==> src/rtl/hdt_pkg.sv <==
package hdt_pkg;

    localparam int HDT_W        = 32;
    localparam int HDT_IE_POS   = 26;
    localparam int HDT_ARE_POS  = 22;
    localparam int HDT_FLAG_POS = 27;

    typedef struct packed {
        logic irq_en;
        logic auto_rld;
    } hdt_ctl_t;

    function automatic hdt_ctl_t hdt_decode_ctl(input logic [HDT_W-1:0] word);
        hdt_ctl_t c;
        c.irq_en   = word[HDT_IE_POS];
        c.auto_rld = word[HDT_ARE_POS];
        return c;
    endfunction

endpackage

==> src/rtl/hdt_regs.sv <==
module hdt_regs
    import hdt_pkg::*;
#(
    parameter int W = HDT_W
) (
    input  logic         clk,
    input  logic         rst,
    input  logic         rld_wr,
    input  logic [W-1:0] rld_wdata,
    input  logic         ctl_wr,
    input  logic [W-1:0] ctl_wdata,
    output hdt_ctl_t     ctl,
    output logic [W-1:0] reload
);

    hdt_ctl_t     ctl_q;
    logic [W-1:0] rld_q;

    always_ff @(posedge clk) begin
        if (rst) begin
            ctl_q <= '0;
            rld_q <= '0;
        end else begin
            if (ctl_wr) ctl_q <= hdt_decode_ctl(ctl_wdata);
            if (rld_wr) rld_q <= rld_wdata;
        end
    end

    assign ctl    = ctl_q;
    assign reload = rld_q;

    // the enable follows the control write on the next cycle
    p_ctl_write_r6: assert property (@(posedge clk) disable iff (rst)
        ctl_wr |=> (ctl_q.irq_en == $past(ctl_wdata[HDT_IE_POS])));

endmodule

==> src/rtl/hdt_core.sv <==
module hdt_core
    import hdt_pkg::*;
#(
    parameter int W = HDT_W
) (
    input  logic         clk,
    input  logic         rst,
    input  logic         tick_en,
    input  logic         cnt_wr,
    input  logic [W-1:0] cnt_wdata,
    input  hdt_ctl_t     ctl,
    input  logic [W-1:0] reload,
    output logic [W-1:0] cnt,
    output logic         expire
);

    localparam logic [W-1:0] ONE = {{(W-1){1'b0}}, 1'b1};

    logic [W-1:0] cnt_q, cnt_d;
    logic         exp_d;

    always_comb begin
        cnt_d = cnt_q;
        exp_d = 1'b0;
        if (cnt_wr) begin
            cnt_d = cnt_wdata;
        end else if (tick_en && (cnt_q != '0)) begin
            if (cnt_q == ONE) begin
                exp_d = 1'b1;
                cnt_d = ctl.auto_rld ? reload : '0;
            end else begin
                cnt_d = cnt_q - ONE;
            end
        end
    end

    always_ff @(posedge clk) begin
        if (rst) cnt_q <= '0;
        else     cnt_q <= cnt_d;
    end

    assign cnt    = cnt_q;
    assign expire = exp_d;

    // zero is held unless software writes
    p_hold_zero_r2: assert property (@(posedge clk) disable iff (rst)
        ((cnt_q == '0) && !cnt_wr) |=> (cnt_q == '0));
    // one step per tick
    p_step_r1: assert property (@(posedge clk) disable iff (rst)
        (tick_en && !cnt_wr && (cnt_q > ONE)) |=> (cnt_q == $past(cnt_q) - ONE));
    // reload lands on the expiry tick
    p_reload_r4: assert property (@(posedge clk) disable iff (rst)
        (tick_en && !cnt_wr && (cnt_q == ONE) && ctl.auto_rld) |=> (cnt_q == $past(reload)));
    // software write beats the tick
    p_write_wins_r9: assert property (@(posedge clk) disable iff (rst)
        cnt_wr |=> (cnt_q == $past(cnt_wdata)));

endmodule

==> src/rtl/hdt_status.sv <==
module hdt_status
    import hdt_pkg::*;
#(
    parameter int W = HDT_W
) (
    input  logic         clk,
    input  logic         rst,
    input  logic         expire,
    input  logic         sts_wr,
    input  logic [W-1:0] sts_wdata,
    input  hdt_ctl_t     ctl,
    output logic         irq
);

    logic flag_q;
    logic clr;

    assign clr = sts_wr && sts_wdata[HDT_FLAG_POS];

    always_ff @(posedge clk) begin
        if (rst)         flag_q <= 1'b0;
        else if (expire) flag_q <= 1'b1;
        else if (clr)    flag_q <= 1'b0;
    end

    assign irq = flag_q && ctl.irq_en;

    // expiry always latches the flag
    p_sticky_r3: assert property (@(posedge clk) disable iff (rst)
        expire |=> flag_q);
    // nothing but expiry sets the flag
    p_no_spurious_r3: assert property (@(posedge clk) disable iff (rst)
        (!expire && !flag_q) |=> !flag_q);
    // write-one clears
    p_w1c_r7: assert property (@(posedge clk) disable iff (rst)
        (clr && !expire) |=> !flag_q);
    // a status write without bit 27 keeps the flag
    p_w0_keep_r7: assert property (@(posedge clk) disable iff (rst)
        (flag_q && !clr) |=> flag_q);

endmodule

==> src/rtl/halt_dec_timer.sv <==
module halt_dec_timer
    import hdt_pkg::*;
#(
    parameter int W = HDT_W
) (
    input  logic         clk,
    input  logic         rst,
    input  logic         tick_en,
    input  logic         cnt_wr,
    input  logic [W-1:0] cnt_wdata,
    input  logic         rld_wr,
    input  logic [W-1:0] rld_wdata,
    input  logic         ctl_wr,
    input  logic [W-1:0] ctl_wdata,
    input  logic         sts_wr,
    input  logic [W-1:0] sts_wdata,
    output logic [W-1:0] cnt_rdata,
    output logic         irq
);

    hdt_ctl_t     ctl;
    logic [W-1:0] reload;
    logic         expire;

    hdt_regs #(.W(W)) u_regs (
        .clk       (clk),
        .rst       (rst),
        .rld_wr    (rld_wr),
        .rld_wdata (rld_wdata),
        .ctl_wr    (ctl_wr),
        .ctl_wdata (ctl_wdata),
        .ctl       (ctl),
        .reload    (reload)
    );

    hdt_core #(.W(W)) u_core (
        .clk       (clk),
        .rst       (rst),
        .tick_en   (tick_en),
        .cnt_wr    (cnt_wr),
        .cnt_wdata (cnt_wdata),
        .ctl       (ctl),
        .reload    (reload),
        .cnt       (cnt_rdata),
        .expire    (expire)
    );

    hdt_status #(.W(W)) u_status (
        .clk       (clk),
        .rst       (rst),
        .expire    (expire),
        .sts_wr    (sts_wr),
        .sts_wdata (sts_wdata),
        .ctl       (ctl),
        .irq       (irq)
    );

    // an interrupt rises only together with an expiry or an enable write
    p_irq_cause_r8: assert property (@(posedge clk) disable iff (rst)
        (!irq && !expire && !ctl_wr) |=> !irq);

endmodule

==> config.mk <==
export PLATFORM = sky130hd
export DESIGN_NAME = halt_dec_timer
export DESIGN_NICKNAME = d
export VERILOG_FILES = /design/src/rtl/hdt_pkg.sv /design/src/rtl/hdt_regs.sv /design/src/rtl/hdt_core.sv /design/src/rtl/hdt_status.sv /design/src/rtl/halt_dec_timer.sv
export SDC_FILE = /design/constraint.sdc
export NUM_CORES = 1
export LEC_CHECK = 0
export CAP_MARGIN = 15
export CORE_AREA = 2 2 103 105
export CTS_BUF_LIST = sky130_fd_sc_hd__clkbuf_4 sky130_fd_sc_hd__clkbuf_8
export DETAILED_ROUTE_END_ITERATION = 10
export DIE_AREA = 0 0 105 107
export MAX_ROUTING_LAYER = met4
export PLACE_DENSITY = 0.75
export SYNTH_ARGS = -nofsm -noshare
export SYNTH_HDL_FRONTEND = slang
export SYNTH_HIERARCHICAL = 1
export SYNTH_SLANG_ARGS = --single-unit
==> constraint.sdc <==
create_clock -name clk -period 2.35 [get_ports clk]
set_input_delay 0.3525 -clock clk [delete_from_list [all_inputs] [get_ports clk]]
set_output_delay 0.3525 -clock clk [all_outputs]
set_load 0.03 [all_outputs]
**After elaboration in Yosys (flattened, before gate mapping)**

Cells that the tools add are included.

- Register bits after elaboration: 67
- Logic and storage cells: 22
- Input bits: 135
- Output and inout port bits: 33

- $add $sub $neg: 1
- Eq/ne operators: 1
- Mux-type cells: 9
- Reduce and logical (&&, ||, !) cells: 6

Operator list:

| operator | count |
|---|---|
| 2-to-1 mux 32 bit | 4 |
| equality test 32 x 1 -> 1 bit (second input constant) | 1 |
| nonzero test 32 bit | 1 |
| subtractor 32 x 1 -> 32 bit (second input constant) | 1 |
| 2-to-1 mux 1 bit | 5 |
| nonzero test 2 bit | 2 |
| logical AND 1 bit | 3 |

**Depth between registers and ports, before layout**

- Word-level depth: 5
- Mapped depth: 9
- Gate-level depth less buffers: 8

**Hierarchy**

The synthesis kept the hierarchy.

Modules (own cells, without submodules):

| module | sequential area each (um^2) | cells each | instances | area each (um^2) |
|---|---|---|---|---|
| hdt_core | 640.6 | 364 | 1 | 2680.1 |
| hdt_regs | 680.7 | 110 | 1 | 1238.7 |
| hdt_status | 20.0 | 5 | 1 | 48.8 |

**Worst setup path before layout**

No wires, ideal clock.

- Path kind: register -> register
- Start point: register u_core.cnt_q[4], in the netlist u_core/cnt[4]
- End point: register u_core.cnt_q[29], in the netlist u_core/cnt[29]
- Required time: 2.266 ns
- Library setup time: 0.084 ns
- Path slack: -0.152 ns
- Stages on the path, launching flop included: 8
- Clock period less this slack: 2.502 ns
- Arrival: 2.418 ns
- Path buffers: 1
- Cells stage by stage: dfxtp_1 -> buf_6 -> nor4_4 -> nand3_4 -> or4_4 -> or4_1 -> and3_1 -> o31ai_2

- Longest elaborated chain between the ends: 4
- Elaborated cells between the ends (all ways): 8
- Those cells by class: 1 x add/sub; 1 x eq/ne; 3 x mux; 3 x reduce/logical

RTL lines:

| what | line | text |
|---|---|---|
| start: declaration | hdt_core.sv:19 | `logic [W-1:0] cnt_q, cnt_d;` |
| start signal: assignment | hdt_core.sv:39 | `else cnt_q <= cnt_d;` |
| subtractor 32 x 1 -> 32 bit or equality test 32 x 1 -> 1 bit (tied branches) | hdt_core.sv:32, hdt_core.sv:28 |  |
| 2-to-1 mux 32 bit | hdt_core.sv:28 | `if (cnt_q == ONE) begin` |
| 2-to-1 mux 32 bit | hdt_core.sv:27 | `end else if (tick_en && (cnt_q != '0)) begin` |
| 2-to-1 mux 32 bit | hdt_core.sv:25 | `if (cnt_wr) begin` |

Parallel ways exist; a longest one is shown, timed or not. The select of a mux whose other input is x is not followed.
A chain may end at the register's enable or synchronous reset.

**Worst setup path in the final report**

- Start point: register u_core.cnt_q[1], in the netlist u_core/cnt[1]
- End point: register u_core.cnt_q[29], in the netlist u_core/cnt[29]

Same word-level chain as after synthesis.

==> results.md <==
- Max incr delay on CP: 0.56 ns
- CTS Hold Bufs: 0
- Final Hold Fails: 0
- Drt drc: 0
- Final Skew: 0.01116 ns
- Dpl ws: -0.1021 ns
- FF-to-FF path depth: 6
- Maximum clock path buffer count: 2
- Mapped Cells: 479
- Area contributors post-synth: dfxtp_1, mux2i_1, nor2_1
- Most frequent cells in the layout: clkdlybuf4s50_1, buf_4, nor2_1, dfxtp_1, nand2_1
- Global-route track usage on met1: 0.3478
- Share of the synthesized area in the top cell type: 0.3381
- FP Rows: 37
- Tcrit/Tclk final: 1.008
- Met3 usage: 0.03830
- Min cycle time layout: ~2.4 ns
- Starting Density: 0.3931
- Synth Register Bits: 67
- CTS H-tree lvls: 3
- Tightest Pin Transition: 0.5164 ns
- Via density: 5.484
- Yosys synthesis warning count: 6
- Worst path cell trace: buf_6 > or4_4 > or4_4 > or4_1 > and3_1 > o31ai_2
- Gp weighted congestion: 0.9572
- VDD IR-drop max: 0.2848 mV
- Commonest non-fill, non-tap cell in the layout: clkdlybuf4s50_1
- # diodes: 0
- Global routing usage on met2: 0.3836
- Max Transition Viols Final: 0
- 1st-pass router iterations: 5
- Busiest metal layer after global routing: met2
- I/O pin cnt: 168
- First-pass GRT wire length: 22050 microns
- Hpwl dp: 10530 microns
- Worst Setup End Kind: flop
- Vias post-DR: 4371
- Reg clk slew, reported paths: 0.07 ns
- Register area: 1360 sq um
- Worst min-delay path class: input pin to flop
- Grt total ovfl: 0
- Crit Path Class: flop to flop
- Final setup violation count: 1
- Core area: 10090 sq um
- Hold Path Cell Cnt: 2
- Ys async rst share: 0
- Largest net degree at the start of global routing: 24
- Initial antenna violation count: 0
- Width of the die: 105 microns
- WL/cell: 17.42 microns
- Global Route Usage Sum: 0.2548
- Setup ws final: -0.01967 ns
- Share of layout cells above drive strength 1: 0.2481
- CTS tree: yes
- Post-DRT Antenna Nets: 0
- Launching element type of the critical path: flop
- Post-synth EDFFs: 0
- FMAX: 0.4220 GHz
- Clk root buf: clkbuf_8
- Sink Count: 67
- Vias in the first global route: around 4200
- Average cell area after synthesis: 8.283 sq um
- Slowest CP cell: or4_4
- Crit-path max FO: 4
- Leakage power: 2.514 nW
- Nets: 793
- CP arrival: 2.64 ns
- Detailed Route WL: 13880 microns
- # port buffers: 106
- Fillcell total: 894
- Die Height: 107 microns
- Multi-input logic area: 2506 sq um
- Die Area: 11240 sq um
- Post-Syn Nets: 616
- Mapped Area: approximately 4000 sq um
- DRT iter0 DRCs: 282
- Num CTS Buffers: 9
- Failing checks: negative setup slack
- Status: finished, violations left
- Synth Flop Type: dfxtp_1
- Max-cap violation count: 0
- CP most frequent cell: or4_4
- Post-synth top area cell: dfxtp_1
- Seq/Total Area, Yosys: 0.3381
- Clk_lat worst skew: 0.36 ns
- Power per cell area: between 500 and 600 nW/um^2
- Max-slew headroom: 0.6557
- Unrepaired setup endpoints after global routing: true
- Setup TNS: -0.01967 ns
- Syn-to-layout area delta: 55.00%
- Worst EP required: 2.62 ns
- Synth cell types: 54
-- final timing paths --
path,start,to,slack (ns)
worst max-delay path,u_core/cnt[1],u_core/cnt[29],-0.02
worst min-delay path,rst,u_regs/reload[26],0.45
worst max register to register,u_core/cnt[1],u_core/cnt[29],-0.02
worst min register to register,u_regs/reload[5],u_regs/reload[5],0.50
-- synthesized netlist by cell type, drive strengths merged, types with 2 or more instances --
| library cell | instances |
|---|---|
| and2 | 2 |
| xnor2 | 12 |
| nand3 | 12 |
| clkbuf | 20 |
| ha | 2 |
| nand4 | 5 |
| buf | 13 |
| mux2i | 36 |
| or2 | 2 |
| o22ai | 4 |
| a211oi | 3 |
| or3 | 3 |
| a221oi | 10 |
| o221ai | 7 |
| nor3b | 2 |
| nor2 | 59 |
| nor4 | 16 |
| a32oi | 2 |
| a31oi | 7 |
| and3 | 8 |
| nor3 | 20 |
| o21a | 2 |
| inv | 17 |
| dfxtp | 67 |
| xor2 | 10 |
| or4 | 7 |
| a21oi | 36 |
| o21ai | 25 |
| nand2 | 40 |
| a311oi | 7 |
| and4 | 2 |
| o31ai | 11 |
-- layer usage --
layer	part of all wire	vias to the layer above
met5	0	-
met4	0.028	0
met3	0.067	31
met2	0.44	187
met1	0.47	2043
li1	-	2110
-- through the flow --
| stage | power [mW] | instance area (sq um) | utilization | cells | hold slack, ns |
|---|---|---|---|---|---|
| after detailed placement | 2.282 | 5683 | 0.5631 | 771 | 0.4869 |
| final | 3.531 | 6150 | 0.6093 | 797 | 0.4510 |
| after CTS | 3.501 | 5981 | 0.5926 | 788 | 0.4375 |
| after floorplan | 1.826 | 4019 | - | 479 | 0.4282 |
| after global placement | 2.267 | 5683 | 0.5631 | 771 | 0.4693 |
| after global routing | 3.676 | 6150 | 0.6093 | 797 | 0.4622 |
-- power breakdown --
group          switching, mW  internal (mW)
registers             0.0775           1.22
logic                  0.518          0.517
clock network          0.483          0.720
total                   1.08           2.45
-- cell type report --
| type | instances | share of cell area |
|---|---|---|
| Tap cell | 136 | 0.02767 |
| Clock buffer | 10 | 0.02136 |
| Sequential cell | 67 | 0.2212 |
| Timing Repair Buffer | 199 | 0.2936 |
| Inverter | 17 | 0.01038 |
| Clock inverter | 6 | 0.01831 |
| Multi-Input combinational cell | 362 | 0.4075 |
-- registers in the layout (all words and copies together) (netlist names) --
signal and count:
u_core/cnt 32, u_regs/ctl 2, u_regs/reload 32, u_status/flag_q 1
-- cells by family (layout without fill, tap and decap cells) --
family,count (synthesis),after routing,share of synthesized area
AOI/OAI and AO/OA,118,118,0.1971
xor gates and xnor gates,22,22,0.04856
adders and majority gates,2,2,0.006306
buffers and inverters,50,232,0.06591
DFF,67,67,0.3381
muxes,37,37,0.09366
and+or+nand+nor,183,183,0.2504
-- timing repair --
| item | CTS | global route |
|---|---|---|
| resized for setup | 10 | 23 |
| pin swaps | 6 | 14 |
| endpoints found under the setup margin | 12 | 32 |
| buffers inserted | 1 | 9 |
-- critical path: cells and delay by family (launching register included) --
kind | cells | cell delay, ns
AOI/OAI and AO/OA | 1 | 0.16
buffers and inverters | 1 | 0.12
DFF | 1 | 0.33
and+or+nand+nor | 4 | 1.68
Power figures use the tool's default switching activity.
